File: config.mk
export PLATFORM = sky130hd
export DESIGN_NAME = prog_delay_line
export DESIGN_NICKNAME = d
export VERILOG_FILES = /design/src/rtl/dlyl_pkg.sv /design/src/rtl/dlyl_history.sv /design/src/rtl/dlyl_setting.sv /design/src/rtl/dlyl_pulse_gate.sv /design/src/rtl/prog_delay_line.sv
export SDC_FILE = /design/constraint.sdc
export NUM_CORES = 1
export LEC_CHECK = 0
export BUFFER_PORTS_ARGS = -buffer_cell sky130_fd_sc_hd__buf_4
export CORE_ASPECT_RATIO = 1.4
export CORE_UTILIZATION = 47
export DETAILED_ROUTE_END_ITERATION = 16
export PLACE_DENSITY = 0.69
export REMOVE_ABC_BUFFERS = 1
export SETUP_SLACK_MARGIN = 0.3
export SYNTH_ARGS = -nofsm -noshare
export SYNTH_HDL_FRONTEND = slang
export SYNTH_HIERARCHICAL = 1
export SYNTH_SLANG_ARGS = --single-unit
File: constraint.sdc
create_clock -name clk -period 5.35 [get_ports clk]
set_input_delay 0.8025 -clock clk [delete_from_list [all_inputs] [get_ports clk]]
set_output_delay 0.8025 -clock clk [all_outputs]
set_load 0.01 [all_outputs]
File: src/rtl/dlyl_pkg.sv
package dlyl_pkg;

   // Total latency in clock cycles for a given setting.
   function automatic int unsigned total_cycles(input int unsigned a,
                                                input int unsigned base,
                                                input int unsigned step);
      return base + a * step;
   endfunction

   // Shortest level run that the width gate lets through.
   function automatic int unsigned gate_cycles(input int unsigned a,
                                               input int unsigned step,
                                               input int unsigned num,
                                               input int unsigned den,
                                               input int unsigned flo);
      int unsigned scaled;
      scaled = (a * step * num) / den;
      return (scaled < flo) ? flo : scaled;
   endfunction

endpackage

File: src/rtl/dlyl_history.sv
module dlyl_history #(
   parameter int unsigned DEPTH = 259,
   parameter int unsigned IW    = $clog2(DEPTH)
) (
   input  logic          clk,
   input  logic          rst_n,
   input  logic          din,
   input  logic [IW-1:0] tap_idx,
   output logic          tap
);

   logic [DEPTH-1:0] hist_q;

   generate
      if (DEPTH < 2) begin : g_bad_depth
         $error("dlyl_history: DEPTH must be at least 2");
      end
   endgenerate

   // Entry k holds the sample taken k edges before the most recent one.
   always_ff @(posedge clk or negedge rst_n) begin
      if (!rst_n) hist_q <= '0;
      else        hist_q <= {hist_q[DEPTH-2:0], din};
   end

   assign tap = hist_q[tap_idx];


   tap_range_chk: assert property (@(posedge clk) disable iff (!rst_n)
      32'(tap_idx) < DEPTH)
      else $error("tap index beyond history depth");


   reset_clear_chk: assert property (@(posedge clk)
      !rst_n |-> (hist_q == '0))
      else $error("history not cleared in reset");

endmodule

File: src/rtl/dlyl_setting.sv
module dlyl_setting
   import dlyl_pkg::*;
#(
   parameter int unsigned ADDR_W   = 8,
   parameter int unsigned INH      = 4,
   parameter int unsigned STEP     = 1,
   parameter int unsigned PW_FLOOR = 2,
   parameter int unsigned PW_NUM   = 2,
   parameter int unsigned PW_DEN   = 5,
   parameter int unsigned DEPTH    = 259,
   parameter int unsigned DW       = 9
) (
   input  logic              clk,
   input  logic              rst_n,
   input  logic [ADDR_W-1:0] addr,
   output logic              addr_chg,
   output logic [DW-1:0]     tap_idx,
   output logic [DW-1:0]     min_w,
   output logic [DW-1:0]     hold_left
);

   logic [ADDR_W-1:0] act_q;
   logic [DW-1:0]     tot_q, wid_q, cnt_q;
   logic [DW-1:0]     tot_new, wid_new;

   assign addr_chg = (addr != act_q);
   assign tot_new  = DW'(total_cycles(32'(addr), INH, STEP));

   generate
      if (PW_NUM == 0) begin : g_fixed_gate
         assign wid_new = DW'(PW_FLOOR);
      end else begin : g_scaled_gate
         assign wid_new = DW'(gate_cycles(32'(addr), STEP, PW_NUM, PW_DEN, PW_FLOOR));
      end
   endgenerate

   always_ff @(posedge clk or negedge rst_n) begin
      if (!rst_n) begin
         act_q <= '0;
         tot_q <= DW'(INH);
         wid_q <= DW'(PW_FLOOR);
         cnt_q <= '0;
      end else if (addr_chg) begin
         act_q <= addr;
         tot_q <= tot_new;
         wid_q <= wid_new;
         cnt_q <= tot_new;
      end else if (cnt_q != '0) begin
         cnt_q <= cnt_q - 1'b1;
      end
   end

   // Tap sits early by the gate width so the gate adds no net latency.
   assign tap_idx   = tot_q - wid_q;
   assign min_w     = wid_q;
   assign hold_left = cnt_q;


   hold_bound_chk: assert property (@(posedge clk) disable iff (!rst_n)
      cnt_q <= tot_q)
      else $error("hold longer than total delay");


   hold_restart_chk: assert property (@(posedge clk) disable iff (!rst_n)
      addr_chg |=> (cnt_q == tot_q) && (act_q == $past(addr)))
      else $error("hold not restarted on setting change");


   gate_fits_chk: assert property (@(posedge clk) disable iff (!rst_n)
      (wid_q <= tot_q) && (wid_q >= DW'(PW_FLOOR)))
      else $error("gate width outside legal range");


   tot_depth_chk: assert property (@(posedge clk) disable iff (!rst_n)
      32'(tot_q) <= DEPTH)
      else $error("total delay exceeds history");

endmodule

File: src/rtl/dlyl_pulse_gate.sv
module dlyl_pulse_gate #(
   parameter int unsigned CW    = 9,
   parameter int unsigned MAX_W = 102
) (
   input  logic          clk,
   input  logic          rst_n,
   input  logic          tap,
   input  logic [CW-1:0] min_w,
   output logic          lvl
);

   logic [CW-1:0] run_q;
   logic          lvl_q;

   // Count cycles the tap disagrees with the output; flip once the run is long enough.
   always_ff @(posedge clk or negedge rst_n) begin
      if (!rst_n) begin
         lvl_q <= 1'b0;
         run_q <= '0;
      end else if (tap == lvl_q) begin
         run_q <= '0;
      end else if (run_q + 1'b1 >= min_w) begin
         lvl_q <= tap;
         run_q <= '0;
      end else begin
         run_q <= run_q + 1'b1;
      end
   end

   assign lvl = lvl_q;


   agree_hold_chk: assert property (@(posedge clk) disable iff (!rst_n)
      (tap == lvl_q) |=> $stable(lvl_q))
      else $error("gate output moved while tap agreed");


   run_bound_chk: assert property (@(posedge clk) disable iff (!rst_n)
      32'(run_q) < MAX_W)
      else $error("run counter beyond widest gate");


   flip_follows_tap_chk: assert property (@(posedge clk) disable iff (!rst_n)
      (tap != lvl_q) && (run_q + 1'b1 >= min_w) |=> (lvl_q == $past(tap)))
      else $error("gate flipped to wrong level");

endmodule

File: src/rtl/prog_delay_line.sv
module prog_delay_line
   import dlyl_pkg::*;
#(
   parameter int unsigned ADDR_W   = 8,
   parameter int unsigned INH      = 4,
   parameter int unsigned STEP     = 1,
   parameter int unsigned PW_FLOOR = 2,
   parameter int unsigned PW_NUM   = 2,
   parameter int unsigned PW_DEN   = 5
) (
   input  logic              clk,
   input  logic              rst_n,
   input  logic [ADDR_W-1:0] addr,
   input  logic              din,
   output logic              dout
);

   localparam int unsigned MAXA  = (1 << ADDR_W) - 1;
   localparam int unsigned DEPTH = INH + MAXA * STEP;
   localparam int unsigned DW    = $clog2(DEPTH + 1);
   localparam int unsigned IW    = $clog2(DEPTH);
   localparam int unsigned MAX_W = gate_cycles(MAXA, STEP, PW_NUM, PW_DEN, PW_FLOOR);

   generate
      if (ADDR_W < 1 || ADDR_W > 12) begin : g_bad_aw
         $error("prog_delay_line: ADDR_W out of range");
      end
      if (STEP < 1) begin : g_bad_step
         $error("prog_delay_line: STEP must be positive");
      end
      if (PW_FLOOR < 1 || INH < PW_FLOOR) begin : g_bad_floor
         $error("prog_delay_line: need 1 <= PW_FLOOR <= INH");
      end
      if (PW_DEN < 1 || PW_NUM > PW_DEN) begin : g_bad_ratio
         $error("prog_delay_line: gate ratio must not exceed one");
      end
      if (DEPTH > 4096) begin : g_bad_depth
         $error("prog_delay_line: history too deep");
      end
   endgenerate

   logic          addr_chg;
   logic [DW-1:0] tap_idx, min_w, hold_left;
   logic          tap, gate_lvl, held_q;

   dlyl_setting #(
      .ADDR_W(ADDR_W), .INH(INH), .STEP(STEP), .PW_FLOOR(PW_FLOOR),
      .PW_NUM(PW_NUM), .PW_DEN(PW_DEN), .DEPTH(DEPTH), .DW(DW)
   ) u_setting (
      .clk(clk), .rst_n(rst_n), .addr(addr), .addr_chg(addr_chg),
      .tap_idx(tap_idx), .min_w(min_w), .hold_left(hold_left)
   );

   dlyl_history #(.DEPTH(DEPTH), .IW(IW)) u_history (
      .clk(clk), .rst_n(rst_n), .din(din), .tap_idx(tap_idx[IW-1:0]), .tap(tap)
   );

   dlyl_pulse_gate #(.CW(DW), .MAX_W(MAX_W)) u_gate (
      .clk(clk), .rst_n(rst_n), .tap(tap), .min_w(min_w), .lvl(gate_lvl)
   );

   // Output freezes on the last shown value while a hold is running.
   always_ff @(posedge clk or negedge rst_n) begin
      if (!rst_n)                held_q <= 1'b0;
      else if (hold_left == '0)  held_q <= gate_lvl;
   end

   assign dout = (hold_left != '0) ? held_q : gate_lvl;


   hold_stable_chk: assert property (@(posedge clk) disable iff (!rst_n)
      (addr_chg || hold_left >= DW'(2)) |=> $stable(dout))
      else $error("output moved during setting hold");


   reset_out_chk: assert property (@(posedge clk)
      !rst_n |-> (dout == 1'b0))
      else $error("output not low in reset");

endmodule

==> out/qor.yml <==
hpwl_um: 17800
dieArea_mm2: 0.0281
sequentialPowerShare: 0.406
total_power_mw: 5.79
reg2reg_slack_ps: 920
final_util: 0.571
rows: 71
grt_pass1_vias: 8504
clkLatencyLatePin_ps: 550
synth_cell_types: 94
cts_root_buffer: "clkbuf_16"
synthesis.instances: 939
gr-usage-all-layers: 0.201
instances_no_fill: 1420
yosysMostFrequentCell: "dfrtp_1"
r2r-start: "u_setting/min_w[0]$_DFFE_PN0P_"
ant_nets: 0
port_buffers: 11
critPathRequiredTime_ps: 5770
hold_viol: 0
cap_viol_max_count: 0
antenna_found_initial: 0
multi_input_area_mm2: 0.00526
die_w_um: 142
swShare: 0.291
cts_max_level: 1
hold_path.class: "input pin to async pin"
pre_cts_ws_ps: -573
min_period_ps: 5020
rr_worst_depth: 13
clkPwrFrac: 0.352
initial_core_util: 0.478
finalSetupViolCount: 0
drc: 0
r2r-end: "u_gate/run_q[7]$_DFF_PN0_"
grt_max_degree: 148
ys.flop_type: "dfrtp_1"
cts_buffer_depth: 3
worstSetupStartpointType: "input pin"
clk_pin_slew_worst_paths_ps: 60
seq_area_mm2: 0.00753
place_congestion: 0.870
antenna_cells: 0
crit_arrival_ps: 5440
finalMaxSlewViolations: 0
ys_seq_area_frac: 0.586
synth_edf_count: 0
max_slew.worst_pin.slew_ps: 799
pin_count: 12
run_status: "finished, final reports clean"
p_int_mw: 4.11
vias_per_cell: 5.54
critical_path_class: "input pin to register"
core_mm2: 0.0269
synth_commonest_cells: "299 x dfrtp_1, 64 x mux4_2, 49 x nand2_1"
dp.cells: 1349
numCtsBuffers: 28
fin_worst_skew_ps: 20.1
die_h_um: 198
drive_gt1_frac: 0.309
yosysTopAreaCellShare: 0.581
worst_setup_path_end_kind: "register"
drt-initial-drc-count: 454
gr-total-overflow: 0
avgSynthCellArea_um2: 13.7
crit_fanout: 5
dr.pass1.iters: 4
vias: 7861
p_sw_mw: 1.68
synth.area.top_cells: "dfrtp_1 58%, mux4_2 11%, ha_1 2.3%"
fin_crit_sh: 0.938
rsz0062_at_grt: "yes"
cts_num_sinks: 301
syn_area_mm2: 0.0129
ys_ff_latch: 301
p_comb_frac: 0.242
vdd_drop_max_mv: 0.318
power_density_mw_per_mm2: 377
area_growth_pct: 19.3
nFillCells: 2109
fmax_ghz: 0.199
nets: 1069
layout_setup_ws_ps: 332
wl_per_cell_um: 19.1
wl_um: 27100
yosys_warnings: 6
yosysTopAreaCell: "dfrtp_1"
maxSlewHeadroom: 0.467
cts_tree: "done"
grt_pass1_wl_um: 44600
p_leak_nw: 7.12
synth-async-reset-ratio: 1.00
## per-layer routing
metal  global-route usage  part of all wire  vias to the layer above
met2                0.354              0.52                      124
met3               0.0218             0.027                       56
met5                    0                 0                        -
li1                     -                 -                     3624
met1                0.259              0.43                     4057
met4               0.0697             0.030                        0
## flip-flops by register name, summed over array words and instances (netlist names)
register and cells:
u_history/hist_q 259, u_gate/run_q 9, u_setting/hold_left 9, u_setting/act_q 8, u_setting/min_w 7, u_setting/tot_q 7, held_q 1, u_gate/lvl 1
## worst max-delay path, cell delays in order
cell	delay [ps]
buf_8	100
inv_6	60
ha_4	120
or3b_4	410
o22a_1	250
buf_6	130
o211ai_4	120
o31ai_4	130
buf_4	170
a2111oi_2	310
a211oi_1	100
buf_4	160
a211o_1	270
and3_4	170
nand2_4	80
xnor2_4	80
inv_2	80
ha_4	160
nor2_4	40
nand3_2	70
a211o_1	150
o31ai_4	90
a311oi_2	390
o221ai_2	170
or3b_1	400
a21oi_2	160
o211ai_1	110
o221a_1	130
## cell type report
| type | instances | share of cell area |
|---|---|---|
| Sequential cell | 301 | 0.491 |
| Multi-Input combinational cell | 544 | 0.342 |
| Timing Repair Buffer | 120 | 0.0635 |
| Clock buffer | 40 | 0.0538 |
| Tap cell | 365 | 0.0297 |
| Inverter | 38 | 0.0102 |
| Clock inverter | 12 | 0.0100 |
## cells by family after synthesis
family                   synth area share
flip-flops                          0.586
buffers and inverters              0.0336
XOR/XNOR                           0.0285
AO/OA/AOI/OAI                       0.103
multiplexers                        0.140
other                            0.000291
adder cells (fa/ha/maj)            0.0257
AND/OR/NAND/NOR                    0.0838
## placed cells by master, fill, tap and decap left out, types with 8 or more instances in the layout
cell / instances
o211ai_1: 14
xor2_1: 14
nand3_1: 18
xnor2_1: 21
ha_1: 21
a31oi_1: 8
inv_1: 31
dfrtp_1: 299
mux2i_1: 20
a211oi_1: 10
nand2_1: 48
nor3_1: 20
a21oi_2: 8
clkbuf_8: 8
nor2b_2: 8
o21ai_0: 17
a21oi_1: 30
a21o_1: 9
buf_4: 108
nor2_1: 38
mux4_2: 64
clkbuf_16: 28
## power groups by stage
stage / clock [mW] / sequential [mW] / combinational, mW
after detailed placement: 0 / 2.40 / 1.30
after floorplan: 0 / 2.38 / 0.838
after global routing: 2.18 / 2.36 / 1.51
after global placement: 0 / 2.39 / 1.29
final: 2.04 / 2.35 / 1.40
after CTS: 2.09 / 2.35 / 1.35
## stage by stage
stage | hold slack [ps] | cell area, µm² | setup TNS [ps]
3_3_place_gp | 351 | 13800 | -878
3_5_place_dp | 354 | 13800 | -988
4_1_cts | 300 | 15000 | 0
6_report | 261 | 15400 | 0
2_1_floorplan | 346 | 12600 | -1480
5_1_grt | 333 | 15400 | 0
## how the worst max path moves through the flow
stage	cells past startpoint	to	startpoint
2_1_floorplan	24	u_setting/min_w[0]$_DFFE_PN0P_	addr[2]
3_3_place_gp	27	u_setting/min_w[0]$_DFFE_PN0P_	addr[2]
3_5_place_dp	27	u_setting/min_w[0]$_DFFE_PN0P_	addr[2]
4_1_cts	25	u_setting/min_w[0]$_DFFE_PN0P_	addr[6]
5_1_grt	26	u_setting/min_w[0]$_DFFE_PN0P_	addr[2]
6_report	28	u_setting/min_w[0]$_DFFE_PN0P_	addr[2]
## repair_timing
| action | in CTS | in global routing |
|---|---|---|
| endpoints found under the hold margin | 0 | 0 |
| hold buffers | 0 | 0 |
| gates resized for setup | 39 | 49 |
| setup buffers | 7 | 12 |
| pin swaps | 24 | 36 |
| endpoints found under the setup margin | 2 | 2 |
Power figures use the tool's default switching activity.
